[src/rtl/wdt_pkg.sv]
package wdt_pkg;
  localparam int OFS_CTRL   = 'h00;
  localparam int OFS_LOAD   = 'h04;
  localparam int OFS_STRB   = 'h08;
  localparam int OFS_RSTEN  = 'h0C;
  localparam int OFS_INTEN  = 'h10;
  localparam int OFS_RAW    = 'h14;
  localparam int OFS_MASK   = 'h18;
  localparam int OFS_CLR    = 'h1C;
  localparam int OFS_UPD    = 'h20;
  localparam int OFS_COUNT  = 'h24;
  localparam int OFS_RSTLVL = 'h28;
  localparam int OFS_DIFF   = 'h2C;
  localparam int CTRL_RUN   = 2;
  localparam int CTRL_BUSCK = 1;
  localparam int CTRL_WCLK  = 0;
  localparam int CTRL_W     = 3;
endpackage

[src/rtl/wdt_rst_sync.sv]
module wdt_rst_sync #(
  parameter int STAGES = 2
) (
  input  logic clk,
  input  logic rst_n,
  output logic rst_sync_n
);
  logic [STAGES-1:0] sync_q;
  logic [STAGES-1:0] sync_d;

  always_comb sync_d = {sync_q[STAGES-2:0], 1'b1};

  always_ff @(posedge clk or negedge rst_n) begin
    if (!rst_n) sync_q <= '0;
    else        sync_q <= sync_d;
  end

  assign rst_sync_n = sync_q[STAGES-1];
endmodule

[src/rtl/wdt_regs.sv]
module wdt_regs
  import wdt_pkg::*;
#(
  parameter int DATA_W = 32,
  parameter int CNT_W  = 32,
  parameter int ADDR_W = 6
) (
  input  logic              clk,
  input  logic              rst_n,
  input  logic              bus_sel,
  input  logic              bus_wr,
  input  logic [ADDR_W-1:0] bus_addr,
  input  logic [DATA_W-1:0] bus_wdata,
  output logic [DATA_W-1:0] bus_rdata,
  input  logic [CNT_W-1:0]  count,
  input  logic              raw,
  input  logic              masked,
  input  logic              rst_req_n,
  output logic [CTRL_W-1:0] ctrl,
  output logic [CNT_W-1:0]  load_val,
  output logic [CNT_W-1:0]  diff,
  output logic              rst_en,
  output logic              int_en,
  output logic              upd_en,
  output logic              load_pulse,
  output logic              clr_pulse
);
  logic              wr_act;
  logic [CTRL_W-1:0] ctrl_d;
  logic [CNT_W-1:0]  load_d, diff_d;
  logic              rst_en_d, int_en_d, upd_en_d;

  function automatic logic hit_addr(input logic [ADDR_W-1:0] a, input int ofs);
    return a == ADDR_W'(ofs);
  endfunction

  assign wr_act     = bus_sel && bus_wr;
  assign load_pulse = wr_act && hit_addr(bus_addr, OFS_STRB) && bus_wdata[0] && upd_en;
  assign clr_pulse  = wr_act && hit_addr(bus_addr, OFS_CLR);

  always_comb begin
    ctrl_d   = ctrl;
    load_d   = load_val;
    diff_d   = diff;
    rst_en_d = rst_en;
    int_en_d = int_en;
    upd_en_d = upd_en;
    if (wr_act) begin
      if (hit_addr(bus_addr, OFS_CTRL))  ctrl_d   = bus_wdata[CTRL_W-1:0];
      if (hit_addr(bus_addr, OFS_LOAD))  load_d   = bus_wdata[CNT_W-1:0];
      if (hit_addr(bus_addr, OFS_DIFF))  diff_d   = bus_wdata[CNT_W-1:0];
      if (hit_addr(bus_addr, OFS_RSTEN)) rst_en_d = bus_wdata[0];
      if (hit_addr(bus_addr, OFS_INTEN)) int_en_d = bus_wdata[0];
      if (hit_addr(bus_addr, OFS_UPD))   upd_en_d = bus_wdata[0];
    end
  end

  always_ff @(posedge clk or negedge rst_n) begin
    if (!rst_n) begin
      ctrl     <= '0;
      load_val <= '0;
      diff     <= '0;
      rst_en   <= 1'b0;
      int_en   <= 1'b0;
      upd_en   <= 1'b0;
    end else begin
      ctrl     <= ctrl_d;
      load_val <= load_d;
      diff     <= diff_d;
      rst_en   <= rst_en_d;
      int_en   <= int_en_d;
      upd_en   <= upd_en_d;
    end
  end

  always_comb begin
    bus_rdata = '0;
    if      (hit_addr(bus_addr, OFS_CTRL))   bus_rdata[CTRL_W-1:0] = ctrl;
    else if (hit_addr(bus_addr, OFS_LOAD))   bus_rdata[CNT_W-1:0]  = load_val;
    else if (hit_addr(bus_addr, OFS_DIFF))   bus_rdata[CNT_W-1:0]  = diff;
    else if (hit_addr(bus_addr, OFS_COUNT))  bus_rdata[CNT_W-1:0]  = count;
    else if (hit_addr(bus_addr, OFS_RSTEN))  bus_rdata[0]          = rst_en;
    else if (hit_addr(bus_addr, OFS_INTEN))  bus_rdata[0]          = int_en;
    else if (hit_addr(bus_addr, OFS_UPD))    bus_rdata[0]          = upd_en;
    else if (hit_addr(bus_addr, OFS_RAW))    bus_rdata[0]          = raw;
    else if (hit_addr(bus_addr, OFS_MASK))   bus_rdata[0]          = masked;
    else if (hit_addr(bus_addr, OFS_RSTLVL)) bus_rdata[0]          = rst_req_n;
  end


  load_hold_chk: assert property (@(posedge clk) disable iff (!rst_n)
    !(wr_act && hit_addr(bus_addr, OFS_LOAD)) |=> $stable(load_val));
endmodule

[src/rtl/wdt_counter.sv]
module wdt_counter #(
  parameter int CNT_W = 32
) (
  input  logic             clk,
  input  logic             rst_n,
  input  logic             tick_en,
  input  logic             run_en,
  input  logic             load_pulse,
  input  logic [CNT_W-1:0] load_val,
  input  logic [CNT_W-1:0] diff,
  input  logic             rst_en,
  output logic [CNT_W-1:0] count,
  output logic             warn_hit,
  output logic             rst_req_n
);
  localparam logic [CNT_W-1:0] ONE = CNT_W'(1);

  logic             stepping, at_end;
  logic [CNT_W-1:0] count_d;
  logic             rstn_d;

  assign stepping = run_en && tick_en && !load_pulse;
  assign at_end   = count <= ONE;
  assign warn_hit = stepping && (count != '0) && ((count - ONE) == diff);

  always_comb begin
    count_d = count;
    rstn_d  = rst_req_n;
    if (load_pulse) begin
      count_d = load_val;
    end else if (stepping) begin
      if (!at_end) begin
        count_d = count - ONE;
      end else if (rst_en) begin
        count_d = '0;
        rstn_d  = 1'b0;
      end else begin
        count_d = load_val;
      end
    end
  end

  always_ff @(posedge clk or negedge rst_n) begin
    if (!rst_n) begin
      count     <= '0;
      rst_req_n <= 1'b1;
    end else begin
      count     <= count_d;
      rst_req_n <= rstn_d;
    end
  end


  count_hold_chk: assert property (@(posedge clk) disable iff (!rst_n)
    (!tick_en && !load_pulse) |=> $stable(count));

  rst_sticky_chk: assert property (@(posedge clk) disable iff (!rst_n)
    !rst_req_n |=> !rst_req_n);

  reload_chk: assert property (@(posedge clk) disable iff (!rst_n)
    (stepping && at_end && !rst_en) |=> (count == $past(load_val)) && rst_req_n == $past(rst_req_n));
endmodule

[src/rtl/wdt_irq.sv]
module wdt_irq (
  input  logic clk,
  input  logic rst_n,
  input  logic warn_hit,
  input  logic clr_pulse,
  input  logic int_en,
  output logic raw,
  output logic masked
);
  logic raw_d;

  always_comb begin
    raw_d = raw;
    if (clr_pulse) raw_d = 1'b0;
    if (warn_hit)  raw_d = 1'b1;
  end

  always_ff @(posedge clk or negedge rst_n) begin
    if (!rst_n) raw <= 1'b0;
    else        raw <= raw_d;
  end

  assign masked = raw && int_en;


  raw_set_chk: assert property (@(posedge clk) disable iff (!rst_n)
    warn_hit |=> raw);

  raw_clr_chk: assert property (@(posedge clk) disable iff (!rst_n)
    (clr_pulse && !warn_hit) |=> !raw);
endmodule

[src/rtl/wdt_early_warn.sv]
module wdt_early_warn
  import wdt_pkg::*;
#(
  parameter int DATA_W = 32,
  parameter int CNT_W  = 32,
  parameter int ADDR_W = 6,
  parameter int SYNC_STAGES = 2
) (
  input  logic              clk,
  input  logic              rst_n,
  input  logic              tick_en,
  input  logic              bus_sel,
  input  logic              bus_wr,
  input  logic [ADDR_W-1:0] bus_addr,
  input  logic [DATA_W-1:0] bus_wdata,
  output logic [DATA_W-1:0] bus_rdata,
  output logic              irq,
  output logic              rst_req_n
);
  logic              rst_i_n;
  logic [CTRL_W-1:0] ctrl;
  logic [CNT_W-1:0]  load_val, diff, count;
  logic              rst_en, int_en, upd_en, load_pulse, clr_pulse;
  logic              warn_hit, raw, masked, run_en;

  wdt_rst_sync #(.STAGES(SYNC_STAGES)) u_sync (
    .clk(clk), .rst_n(rst_n), .rst_sync_n(rst_i_n));

  wdt_regs #(.DATA_W(DATA_W), .CNT_W(CNT_W), .ADDR_W(ADDR_W)) u_regs (
    .clk(clk), .rst_n(rst_i_n), .bus_sel(bus_sel), .bus_wr(bus_wr),
    .bus_addr(bus_addr), .bus_wdata(bus_wdata), .bus_rdata(bus_rdata),
    .count(count), .raw(raw), .masked(masked), .rst_req_n(rst_req_n),
    .ctrl(ctrl), .load_val(load_val), .diff(diff), .rst_en(rst_en),
    .int_en(int_en), .upd_en(upd_en), .load_pulse(load_pulse),
    .clr_pulse(clr_pulse));

  assign run_en = ctrl[CTRL_RUN] && ctrl[CTRL_WCLK];

  wdt_counter #(.CNT_W(CNT_W)) u_cnt (
    .clk(clk), .rst_n(rst_i_n), .tick_en(tick_en), .run_en(run_en),
    .load_pulse(load_pulse), .load_val(load_val), .diff(diff),
    .rst_en(rst_en), .count(count), .warn_hit(warn_hit),
    .rst_req_n(rst_req_n));

  wdt_irq u_irq (
    .clk(clk), .rst_n(rst_i_n), .warn_hit(warn_hit), .clr_pulse(clr_pulse),
    .int_en(int_en), .raw(raw), .masked(masked));

  assign irq = masked;


  strobe_ignored_chk: assert property (@(posedge clk) disable iff (!rst_i_n)
    (bus_sel && bus_wr && bus_addr == ADDR_W'(OFS_STRB) && !upd_en && !tick_en)
      |=> $stable(count));
endmodule

[config.mk]
export PLATFORM = sky130hd
export DESIGN_NAME = wdt_early_warn
export DESIGN_NICKNAME = d
export VERILOG_FILES = /design/src/rtl/wdt_pkg.sv /design/src/rtl/wdt_rst_sync.sv /design/src/rtl/wdt_regs.sv /design/src/rtl/wdt_counter.sv /design/src/rtl/wdt_irq.sv /design/src/rtl/wdt_early_warn.sv
export SDC_FILE = /design/constraint.sdc
export NUM_CORES = 1
export LEC_CHECK = 0
export ABC_AREA = 1
export BUFFER_PORTS_ARGS = -buffer_cell sky130_fd_sc_hd__buf_4
export CAP_MARGIN = 5
export CORE_MARGIN = 2
export CORE_UTILIZATION = 60
export DETAILED_ROUTE_END_ITERATION = 6
export GPL_TIMING_DRIVEN = 0
export PLACE_DENSITY = 0.85
export REMOVE_ABC_BUFFERS = 1
export SLEW_MARGIN = 0
export SYNTH_ARGS = -nofsm -noshare
export SYNTH_HDL_FRONTEND = slang
export SYNTH_SLANG_ARGS = --single-unit
[constraint.sdc]
create_clock -name clk -period 4.5 [get_ports clk]
set_clock_uncertainty 0.2 [all_clocks]
set_input_delay 0.45 -clock clk [delete_from_list [all_inputs] [get_ports clk]]
set_output_delay 0.45 -clock clk [all_outputs]
set_load 0.02 [all_outputs]
==> metrics.txt <==
Post-CTS Setup Inserts=0; vias in the first global route=6479; sequential power share=0.504; CTS Root Cell=clkbuf_16; # H-tree levels=3; crit-path cells=inv_1 -> ha_1 -> o21ai_0 -> nor3_2 -> nand2_2 -> inv_2 -> o21ai_0 -> o211ai_1 -> o221ai_1; CP most frequent cell=o21ai_0; PwrDens=around 290 nW/um^2; Mapped Cells=991; worst reg2reg startpoint=u_cnt.count[0]$_DFFE_PN0P_; Sink Count=106; cells on worst reg2reg path=9; post-synth cell types=35; placed cell count=1175; internal power=0.00159 W; Non-Filler Instances=around 1200; input/output buffers=76; Post-DP Area=7490 sq um; actual slew at the worst max-slew pin=1.33 ns; vias per cell=5.84; reg-to-reg slack, setup=roughly 1.1 ns; initial antenna violation count=0; slowest CP cell=inv_2; switching share of power=0.309; crit path to=u_cnt.count[2]$_DFFE_PN0P_; pre-CTS setup slack=a little over 0.8 ns; FF+latch count, synth=106; Gate power share=0.160; largest net degree at the start of global routing=66; share of cells above drive strength 1=0.117; die area=12300 sq um; Core Area=11300 sq um; asr flop ratio synth=1.00; I/O Pins=77; clock network power share=0.337; Crit path arrival time=3.39 ns; antenna-violating nets left=0; Crit Path Max Fanout=47; post-synthesis sequential area ratio=0.387; Final Cycle Share=0.754; RSZ-0062 raised after global routing=no; final core occ=0.693; Final #Nets=around 1100; diode count=0; total CTS buffers=9; Lkg Pwr=3.68 nW; starting DRC count in detailed routing=708; number of synthesized flops with an enable pin=0; area delta synth->final=13.7%; final WL=18900 um; startpoint types=flop; crit path kind=reg2reg; vias=approximately 7000; CTS tree=built; Initial Util=0.609; main flop type after synthesis=dfrtp_1; Die Ht=111 um; slowest cell delay on critical path=0.77 ns; setup_tns=0 ns; Critical Path Source=u_cnt.count[0]$_DFFE_PN0P_; max cap viols=0; WL/cell=15.8 um; drt first pass iters=5; Mean Syn Cell Area=6.93 sq um; Core Rows=39; Warnings, synthesis=0; final worst path period need=3.39 ns; capturing point of the worst reg2reg path=u_cnt.count[2]$_DFFE_PN0P_; Placer Congestion=0.946; first-pass GRT wire length=roughly 31000 um; Max Root-Sink Buffers=2; HPWL after detailed placement=about 13000 um; crit end category=flop; final number of setup-violating endpoints=0; fmax=0.295 GHz; classification of the worst-slack hold path=reg2async; Netlist Area Pre-Place=6870 sq um; Slew HR=0.111; maximum VDD drop=around 0.42 mV; worst path required time=4.50 ns; Slew Limit Fails=0; post-route cell area=7810 sq um; switching pwr=0.000710 W; gr ovfl total=0; worst-skew pair later-pin latency=~0.37 ns; setup ws final=1.11 ns; GRT Total Usage=0.315; Clk pin slew, worst setup/hold paths=0.07 ns; Filler Cell Count=just under 1000; DIE WIDTH=about 110 um; outcome=completed; Post-route DRC=0; final hold vios=0
==> cells in the mapped netlist, types with 3 or more instances <==
cell      number  area [sq um]
a21oi_1       12          60.1
a31oi_1        4          25.0
buf_6          4          45.0
clkbuf_1      28           105
dfrtp_1      105          2630
inv_1        156           586
inv_2          4          15.0
nand2_1      293          1100
nand2_2        6          37.5
nand3_1       74           370
nand4_1       12          75.1
nor2_1        70           263
nor2_2         6          37.5
nor2_4         3          33.8
nor3_1         5          25.0
o211ai_1       7          52.6
o21ai_0       93           465
o21ai_1       12          60.1
o21ai_2        5          43.8
o221ai_1      61           534
o22ai_1        3          18.8
xor2_1        10          87.6
==> worst min path at each step <==
stage,start,end
finish,u_sync.sync_q[1]$_DFF_PN0_,u_regs.diff[21]$_DFFE_PN0P_
global placement,rst_n,u_sync.sync_q[0]$_DFF_PN0_
floorplan,rst_n,u_sync.sync_q[0]$_DFF_PN0_
global route,bus_wdata[29],u_regs.load_val[29]$_DFFE_PN0P_
CTS,u_sync.sync_q[1]$_DFF_PN0_,u_regs.diff[21]$_DFFE_PN0P_
detailed placement,rst_n,u_sync.sync_q[0]$_DFF_PN0_
==> cell usage in the layout, fill, tap and decap left out, drive strengths merged, types with 2 or more instances in the layout <==
cell      n
a21oi    12
a221o     2
a31oi     4
buf      79
clkbuf   11
clkinv    5
dfrtp   105
ha        2
inv     161
nand2   299
nand3    75
nand4    12
nor2     80
nor3      6
o211ai    7
o21ai   110
o221ai   61
o22ai     3
xnor3     2
xor2     10
==> per-stage QoR <==
| stage | hold slack (ns) | power (W) |
|---|---|---|
| global route | 0.161 | 0.00240 |
| detailed placement | 0.0353 | 0.00153 |
| CTS | 0.149 | 0.00229 |
| finish | 0.115 | 0.00230 |
| global placement | 0.0325 | 0.00152 |
| floorplan | -0.0456 | 0.00140 |
==> timing repair <==
item	4_1_cts	5_1_grt
hold buffers	1	0
resized for setup	0	0
hold endpoints to repair	2	0
setup endpoints to repair	0	0
==> sequential cells by signal, indices dropped and copies added (netlist names) <==
register	cells
u_cnt.count	32
u_regs.diff	32
u_regs.load_val	32
u_regs.ctrl	3
u_sync.sync_q	2
u_cnt.rst_req_n	1
u_irq.raw	1
u_regs.int_en	1
u_regs.rst_en	1
u_regs.upd_en	1
==> area by class of cell <==
type                    count  area (sq um)  area share
clock inverters             5          40.0     0.00513
clock buffers              11           243      0.0311
flip-flops and latches    106          2660       0.340
multi-input cells         687          3430       0.440
repair buffers             80           651      0.0833
well taps                 143           179      0.0229
inverters                 161           604      0.0774
==> power groups by stage <==
stage	clock (W)	combinational, W	sequential [W]
floorplan	0	0.000260	0.00114
CTS	0.000775	0.000362	0.00115
global route	0.000812	0.000419	0.00117
global placement	0	0.000335	0.00118
detailed placement	0	0.000360	0.00117
finish	0.000774	0.000367	0.00116
==> logic make-up after synthesis <==
logic type / Yosys count / share of synthesized area
other: 1 / 0.000546
and+or+nand+nor: 472 / 0.289
AOI/OAI and AO/OA: 200 / 0.188
DFF: 106 / 0.387
buffers and inverters: 198 / 0.114
xor gates and xnor gates: 12 / 0.0193
adders and majority gates: 2 / 0.00364
==> critical path, delay by kind of cell, from the launching register on <==
family | cells | cell delay, ns
buf+inv | 2 | 0.95
compound gates | 4 | 0.75
simple gates | 2 | 0.55
flops | 1 | 0.43
fa+ha+maj | 1 | 0.33
==> routing by layer <==
layer  global-route usage  share of wire
met3               0.0547          0.075
met5                    0              0
met2                0.514           0.46
met1                0.427           0.44
met4                0.108          0.018
Power figures use the tool's default switching activity.
